[src/rtl/pin_irq_pkg.sv]
`timescale 1ns/1ps
package pin_irq_pkg;
  localparam int ADDR_W = 6;

  typedef enum logic [ADDR_W-1:0] {
    OFF_MODE = 6'h00,
    OFF_RENA = 6'h04,
    OFF_RSET = 6'h08,
    OFF_RCLR = 6'h0C,
    OFF_FENA = 6'h10,
    OFF_FSET = 6'h14,
    OFF_FCLR = 6'h18,
    OFF_RDET = 6'h1C,
    OFF_FDET = 6'h20,
    OFF_STAT = 6'h24
  } reg_off_e;

  // Level request: enabled and input matches the chosen polarity.
  function automatic logic level_req(logic en, logic pol_high, logic lvl);
    return en & (pol_high ? lvl : ~lvl);
  endfunction

  // Edge request: any latched transition.
  function automatic logic edge_req(logic rdet, logic fdet);
    return rdet | fdet;
  endfunction

  // Enable register update for direct write, set strobe, clear strobe.
  function automatic logic [7:0] ena_next(logic [7:0] cur, logic [7:0] wd,
                                          logic wr_dir, logic wr_set, logic wr_clr);
    if (wr_dir)      return wd;
    else if (wr_set) return cur | wd;
    else if (wr_clr) return cur & ~wd;
    else             return cur;
  endfunction
endpackage

[src/rtl/pin_irq_sync.sv]
`timescale 1ns/1ps
module pin_irq_sync #(
  parameter int NCH = 8
) (
  input  logic           clk,
  input  logic           rst_n,
  input  logic [NCH-1:0] pin_in,
  output logic [NCH-1:0] sync_lvl,
  output logic [NCH-1:0] rise_ev,
  output logic [NCH-1:0] fall_ev
);
  logic [NCH-1:0] stage1_q, stage2_q, prev_q;

  always_ff @(posedge clk) begin
    if (!rst_n) begin
      stage1_q <= '0;
      stage2_q <= '0;
      prev_q   <= '0;
    end else begin
      stage1_q <= pin_in;
      stage2_q <= stage1_q;
      prev_q   <= stage2_q;
    end
  end

  assign sync_lvl = stage2_q;
  assign rise_ev  = stage2_q & ~prev_q;
  assign fall_ev  = ~stage2_q & prev_q;
endmodule

[src/rtl/pin_irq_chan.sv]
`timescale 1ns/1ps
module pin_irq_chan
  import pin_irq_pkg::*;
(
  input  logic clk,
  input  logic rst_n,
  input  logic lvl_mode,
  input  logic rena,
  input  logic fena,
  input  logic lvl,
  input  logic rise_ev,
  input  logic fall_ev,
  input  logic clr_rdet,
  input  logic clr_fdet,
  input  logic ack,
  output logic rdet,
  output logic fdet,
  output logic req
);
  logic ack_edge;
  assign ack_edge = ack & ~lvl_mode;

  // A new event wins over a clear in the same cycle.
  always_ff @(posedge clk) begin
    if (!rst_n) begin
      rdet <= 1'b0;
      fdet <= 1'b0;
    end else begin
      if (rise_ev && rena)            rdet <= 1'b1;
      else if (clr_rdet || ack_edge)  rdet <= 1'b0;
      if (fall_ev && fena)            fdet <= 1'b1;
      else if (clr_fdet || ack_edge)  fdet <= 1'b0;
    end
  end

  assign req = lvl_mode ? level_req(rena, fena, lvl) : edge_req(rdet, fdet);
endmodule

[src/rtl/pin_irq_ctrl.sv]
`timescale 1ns/1ps
module pin_irq_ctrl
  import pin_irq_pkg::*;
#(
  parameter int NCH = 8
) (
  input  logic              clk,
  input  logic              rst_n,
  input  logic              reg_wr,
  input  logic [ADDR_W-1:0] reg_addr,
  input  logic [NCH-1:0]    reg_wdata,
  output logic [NCH-1:0]    reg_rdata,
  input  logic [NCH-1:0]    pin_in,
  output logic [NCH-1:0]    irq_out
);
  logic [NCH-1:0] mode_q, rena_q, fena_q;
  logic [NCH-1:0] rdet_q, fdet_q;
  logic [NCH-1:0] sync_lvl, rise_ev, fall_ev;

  // Decoded write strobes, brought out for the checker.
  logic wr_mode, wr_rena, wr_rset, wr_rclr, wr_fena, wr_fset, wr_fclr;
  logic wr_rdet, wr_fdet, wr_stat;

  assign wr_mode = reg_wr && (reg_addr == OFF_MODE);
  assign wr_rena = reg_wr && (reg_addr == OFF_RENA);
  assign wr_rset = reg_wr && (reg_addr == OFF_RSET);
  assign wr_rclr = reg_wr && (reg_addr == OFF_RCLR);
  assign wr_fena = reg_wr && (reg_addr == OFF_FENA);
  assign wr_fset = reg_wr && (reg_addr == OFF_FSET);
  assign wr_fclr = reg_wr && (reg_addr == OFF_FCLR);
  assign wr_rdet = reg_wr && (reg_addr == OFF_RDET);
  assign wr_fdet = reg_wr && (reg_addr == OFF_FDET);
  assign wr_stat = reg_wr && (reg_addr == OFF_STAT);

  always_ff @(posedge clk) begin
    if (!rst_n) begin
      mode_q <= '0;
      rena_q <= '0;
      fena_q <= '0;
    end else begin
      if (wr_mode) mode_q <= reg_wdata;
      rena_q <= ena_next(rena_q, reg_wdata, wr_rena, wr_rset, wr_rclr);
      fena_q <= ena_next(fena_q, reg_wdata, wr_fena, wr_fset, wr_fclr);
    end
  end

  pin_irq_sync #(.NCH(NCH)) u_sync (
    .clk      (clk),
    .rst_n    (rst_n),
    .pin_in   (pin_in),
    .sync_lvl (sync_lvl),
    .rise_ev  (rise_ev),
    .fall_ev  (fall_ev)
  );

  for (genvar n = 0; n < NCH; n++) begin : g_ch
    pin_irq_chan u_ch (
      .clk      (clk),
      .rst_n    (rst_n),
      .lvl_mode (mode_q[n]),
      .rena     (rena_q[n]),
      .fena     (fena_q[n]),
      .lvl      (sync_lvl[n]),
      .rise_ev  (rise_ev[n]),
      .fall_ev  (fall_ev[n]),
      .clr_rdet (wr_rdet && reg_wdata[n]),
      .clr_fdet (wr_fdet && reg_wdata[n]),
      .ack      (wr_stat && reg_wdata[n]),
      .rdet     (rdet_q[n]),
      .fdet     (fdet_q[n]),
      .req      (irq_out[n])
    );
  end

  always_comb begin
    case (reg_addr)
      OFF_MODE: reg_rdata = mode_q;
      OFF_RENA: reg_rdata = rena_q;
      OFF_FENA: reg_rdata = fena_q;
      OFF_RDET: reg_rdata = rdet_q;
      OFF_FDET: reg_rdata = fdet_q;
      OFF_STAT: reg_rdata = irq_out;
      default:  reg_rdata = '0;
    endcase
  end
endmodule

[config.mk]
export PLATFORM = sky130hd
export DESIGN_NAME = pin_irq_ctrl
export DESIGN_NICKNAME = d
export VERILOG_FILES = /design/src/rtl/pin_irq_pkg.sv /design/src/rtl/pin_irq_sync.sv /design/src/rtl/pin_irq_chan.sv /design/src/rtl/pin_irq_ctrl.sv
export SDC_FILE = /design/constraint.sdc
export NUM_CORES = 1
export LEC_CHECK = 0
export CAP_MARGIN = 30
export CORE_MARGIN = 2
export CORE_UTILIZATION = 59
export CTS_BUF_LIST = sky130_fd_sc_hd__clkbuf_8 sky130_fd_sc_hd__clkbuf_16
export DETAILED_ROUTE_END_ITERATION = 6
export GPL_TIMING_DRIVEN = 0
export PLACE_DENSITY = 0.95
export REMOVE_ABC_BUFFERS = 1
export SYNTH_ARGS = -nofsm -noshare
export SYNTH_HDL_FRONTEND = slang
export SYNTH_SLANG_ARGS = --single-unit
export TNS_END_PERCENT = 30
[constraint.sdc]
create_clock -name clk -period 4.07 [get_ports clk]
set_input_delay 0.814 -clock clk [delete_from_list [all_inputs] [get_ports clk]]
set_output_delay 0.814 -clock clk [all_outputs]
set_load 0.02 [all_outputs]
== After elaboration in Yosys (flattened, before gate mapping) ==
Cells that the tools add are included.
Word-level totals
  register bits after elaboration: 64
  logic and storage cells: 220
Cells by class
  equality and inequality tests: 9
  muxes and demuxes: 55
  bitwise operators: 49
  reduce and logical (&&, ||, !) cells: 85
Operator list (number)
  logical AND 1 bit: 50
  two-way mux 1 bit: 48
  two-way mux 8 bit: 6
  one-hot mux 8 bit (6 select lines): 1
  AND 8 bit: 4
  nonzero test 2 bit: 16
  == test 6 x 5 -> 1 bit, second input constant: 4
  NOT 8 bit: 3
  AND 1 bit: 16
  logical OR 1 bit: 16
  NOT 1 bit: 16
  OR 8 bit: 2
  == test 6 x 4 -> 1 bit, second input constant: 2
  == test 6 bit, second input constant: 2
  OR 1 bit: 8
  == test 6 x 3 -> 1 bit, second input constant: 1
  logical NOT 6 bit: 1
  nonzero test 3 bit: 2

== Depth between registers and ports, before layout ==
  word-level depth: 7
  mapped depth: 6
  gate-level depth less buffers: 4

== Modules after synthesis ==
From an unflattened synthesis, not the netlist that was laid out.
Unflattened totals
  cell total of the unflattened synthesis: 361
  area total of the unflattened synthesis: 3235.6 um^2
By module, submodules not included
  pin_irq_ctrl: times used 1, cells an instance 191, area an instance 1560.2 um^2
  pin_irq_chan: times used 8, cells an instance 13, area an instance 113.9 um^2
  pin_irq_sync: times used 1, cells an instance 66, area an instance 764.5 um^2

== Worst setup path before layout ==
No wires, ideal clock.
  path kind: input to output
  start point: input reg_addr[4]
  end point: output reg_rdata[0]
  arrival: 2.113 ns
  required time: 3.256 ns
  setup slack: 1.143 ns
  cell stages on the path: 5
  buffers on the path: 1
  cell sequence: or4b_1 > clkbuf_2 > nor2_1 > a222oi_1 > nand2_1
Between the ends
  cells in the longest elaborated chain, start to end: 2
RTL lines
  start, declared: RTL line pin_irq_ctrl.sv:10  | input logic [ADDR_W-1:0] reg_addr,
  == test 6 bit, or another cell as far along: RTL line pin_irq_ctrl.sv:76  | case (reg_addr)
  one-hot mux 8 bit (6 select lines) (*): RTL line pin_irq_ctrl.sv:76
  end, declared: RTL line pin_irq_ctrl.sv:12  | output logic [NCH-1:0] reg_rdata,
Every way passes the cells marked *; elsewhere a longest branch is shown, timed or not.

== Final worst setup path ==
  start point: input reg_addr[1]
  end point: output reg_rdata[1]
Same word-level chain as after synthesis.

==> reports/qor.csv <==
stage,metric,value,unit
final_layout,layout_common_cells,"dfxtp_1 (64), nand2_1 (51), clkdlybuf4s50_1 (38), and2_1 (24), o21ai_0 (23)",
logic_synthesis,netlist_area,3000,um^2
logic_synthesis,synth_top_area_cell,dfxtp_1,
sta,fin_crit_sh,0.971,
sta,whs,0.434,ns
critical_path,slowest_delay,0.64,ns
power,ir_drop,0.206,mV
power,power_density,332,nW/um^2
drt,vias,2779,
final_layout,syn_to_final_growth,18.1,%
logic_synthesis,synth_flop_cell,dfxtp_1,
critical_path,arrival,3.14,ns
cts,cts_tree,yes,
die,die_h,75.3,um
final_layout,utilization,0.735,
job,cap_violations,0,
sta,setup_viol,0,
critical_path,crit_path_max_fanout,8,
place,place_congestion,0.887,
logic_synthesis,syn_avg_cell_area,8.74,um^2
drt,avgViaCountPerCell,6.32,
critical_path,path_common_cell,clkdlybuf4s50_1,
final_layout,antenna_cells,0,
global_route,grt.overflow.total,0,
min_path,min_path_cells,1,
cts,clk_latency,0.34,ns
global_route,grt_pass1_wl,11.9,mm
die,die_x,75.3,um
die,dieArea,5670,um^2
critical_path,worst_r2r_path_depth,3,
cts,clockRootBuffer,clkbuf_8,
drt,routedWlPerCell,17.3,um
sta,period_minus_slack,3.95,ns
cts,numClockSinks,64,
critical_path,crit_cells,6,
logic_synthesis,synth-edff-count,0,
cts,cts_buffers,9,
drt,drt_wl_total,7.62,mm
critical_path,criticalPathCategory,in2out,
critical_path,rrSetupSlack,2.89,ns
die,fp-row-count,25,
min_path,min_path_type,reg2reg,
final_layout,final_nets,395,
power,cellLeakagePower,1.34,nW
final_layout,layout_commonest_cell,dfxtp_1,
logic_synthesis,yosys.cell_types.count,39,
cts,htree_levels,3,
drt,drc,1,
logic_synthesis,syn_inst,343,
logic_synthesis,synth-async-reset-ratio,0,
final_layout,layout-drive-gt1-share,0.0643,
cts,clockBufferDepth,2,
place,portBuffers,40,
sta,worst_slew_pin_slew,0.927,ns
sta,slew_headroom,0.382,
sta,tns,0,ns
critical_path,cp_num_buf_inv,2,
die,top_level_ports,41,
sta,rsz0062_at_grt,false,
sta,skew,0.00593,ns
cts,cts_hold_buf,0,
drt,drt_iter0_markers,438,
critical_path,path_cells,"clkdlybuf4s50_1, or4b_4, nor2_4, a222oi_1, nand2_1, clkdlybuf4s50_1",
logic_synthesis,synth_top_area_share,0.427,
critical_path,crit_required,3.26,ns
run_status,outcome,finished with violations,
place,hpwlAfterDp,4.74,mm
logic_synthesis,synth_area_leaders,"dfxtp_1 (43%), nand2_1 (6.4%), a222oi_1 (5.3%)",
global_route,antenna_found_initial,0,
cts,path_clk_slew,0.06,ns
drt,ant_nets,0,
die,coreArea,4820,um^2
global_route,grt_start_max_net_pins,67,
logic_synthesis,seq_area_frac_synth,0.427,
logic_synthesis,synth.ff_latch_count,64,
sta,finalHoldViolations,0,
global_route,gr-usage-all-layers,0.286,
run_status,violations,DRC,
sta,max_freq,253,MHz
final_layout,final_cells,440,
drt,drt_pass1_iterations,7,
die,initial_core_util,0.622,
critical_path,end_kind,output pin,
cts,post_cts_buffers,0,
global_route,grt_pass1_vias,2526,
critical_path,start_kind,primary input,
place,place_inst,426,
critical_path,crit_family,buffers and inverters,
sta,maxSlewViolCount,0,
logic_synthesis,yosysWarnings,0,
critical_path,crit_slowest_cell,or4b_4,
[cell usage after synthesis (2+ instances only)]
cell	count
xor2_1	8
o211ai_1	5
nand3_1	4
nor2_1	25
o21ai_1	2
mux2i_1	8
a21boi_0	15
nand3b_1	11
dfxtp_1	64
nand2_1	51
a32o_1	8
and3_1	3
a21oi_1	5
o21ai_0	23
a211o_1	3
buf_4	8
nand2b_1	5
o22ai_1	8
a222oi_1	16
a41oi_1	3
nor2b_1	9
a21boi_1	5
and2_1	25
clkbuf_1	14
[per-layer routing]
metal | global-route usage | vias up | wire length [um] | share of wire
met3 | 0.0910 | 28 | 690 | 0.091
met2 | 0.468 | 160 | 3620 | 0.47
li1 | - | 1298 | - | -
met5 | 0 | - | 0 | 0
met1 | 0.338 | 1293 | 3090 | 0.41
met4 | 0.140 | 0 | 224 | 0.029
[per-stage QoR]
| stage | setup WS [ns] | power, mW | cell area, um^2 |
|---|---|---|---|
| 5_1_grt | 0.0398 | 1.22 | 3540 |
| 3_3_place_gp | -0.302 | 0.739 | 3350 |
| 6_report | 0.119 | 1.18 | 3540 |
| 3_5_place_dp | -0.341 | 0.740 | 3350 |
| 4_1_cts | 0.0153 | 1.18 | 3530 |
| 2_1_floorplan | 1.15 | 0.687 | 2860 |
[repair_timing]
action | in CTS | in global routing
setup endpoints to repair | 8 | 8
gates resized for setup | 7 | 5
hold endpoints to repair | 0 | 0
[area by class of cell]
class	instances	area, um^2
Timing Repair Buffer	41	403
Tap cell	67	83.8
Multi-Input combinational cell	254	1620
Clock inverter	4	16.3
Clock buffer	10	138
Fill cell	379	1280
Sequential cell	64	1280
[worst paths after layout]
kind,end,start
max reg2reg,g_ch[1].u_ch.fdet,mode_q[1]
min,u_sync.sync_lvl[4],u_sync.stage1_q[4]
max,reg_rdata[1],reg_addr[1]
min reg2reg,u_sync.sync_lvl[4],u_sync.stage1_q[4]
[worst register-to-register path, cell delays in order, from the launching register on]
cell and delay [ns]:
dfxtp_1 0.36, a211o_1 0.28, o21ai_0 0.24, a21boi_0 0.17
[where the power goes]
part	switching [mW]	internal, mW	total, mW	leakage [nW]
Clock	0.223	0.223	0.446	0.0918
Sequential	0.00742	0.638	0.645	0.520
Combinational	0.0452	0.0403	0.0856	0.730
Total	0.276	0.901	1.18	1.34
[logic make-up (layout without fill, tap and decap cells)]
| logic type | Yosys count | count (layout) | share of synthesized area |
|---|---|---|---|
| AO/OA/AOI/OAI | 96 | 96 | 0.236 |
| XOR/XNOR | 8 | 8 | 0.0234 |
| buffers and inverters | 25 | 55 | 0.0447 |
| flip-flops | 64 | 64 | 0.427 |
| multiplexers | 8 | 8 | 0.0267 |
| AND/OR/NAND/NOR | 142 | 142 | 0.242 |
Note: power is estimated with default switching activity, not from simulation.
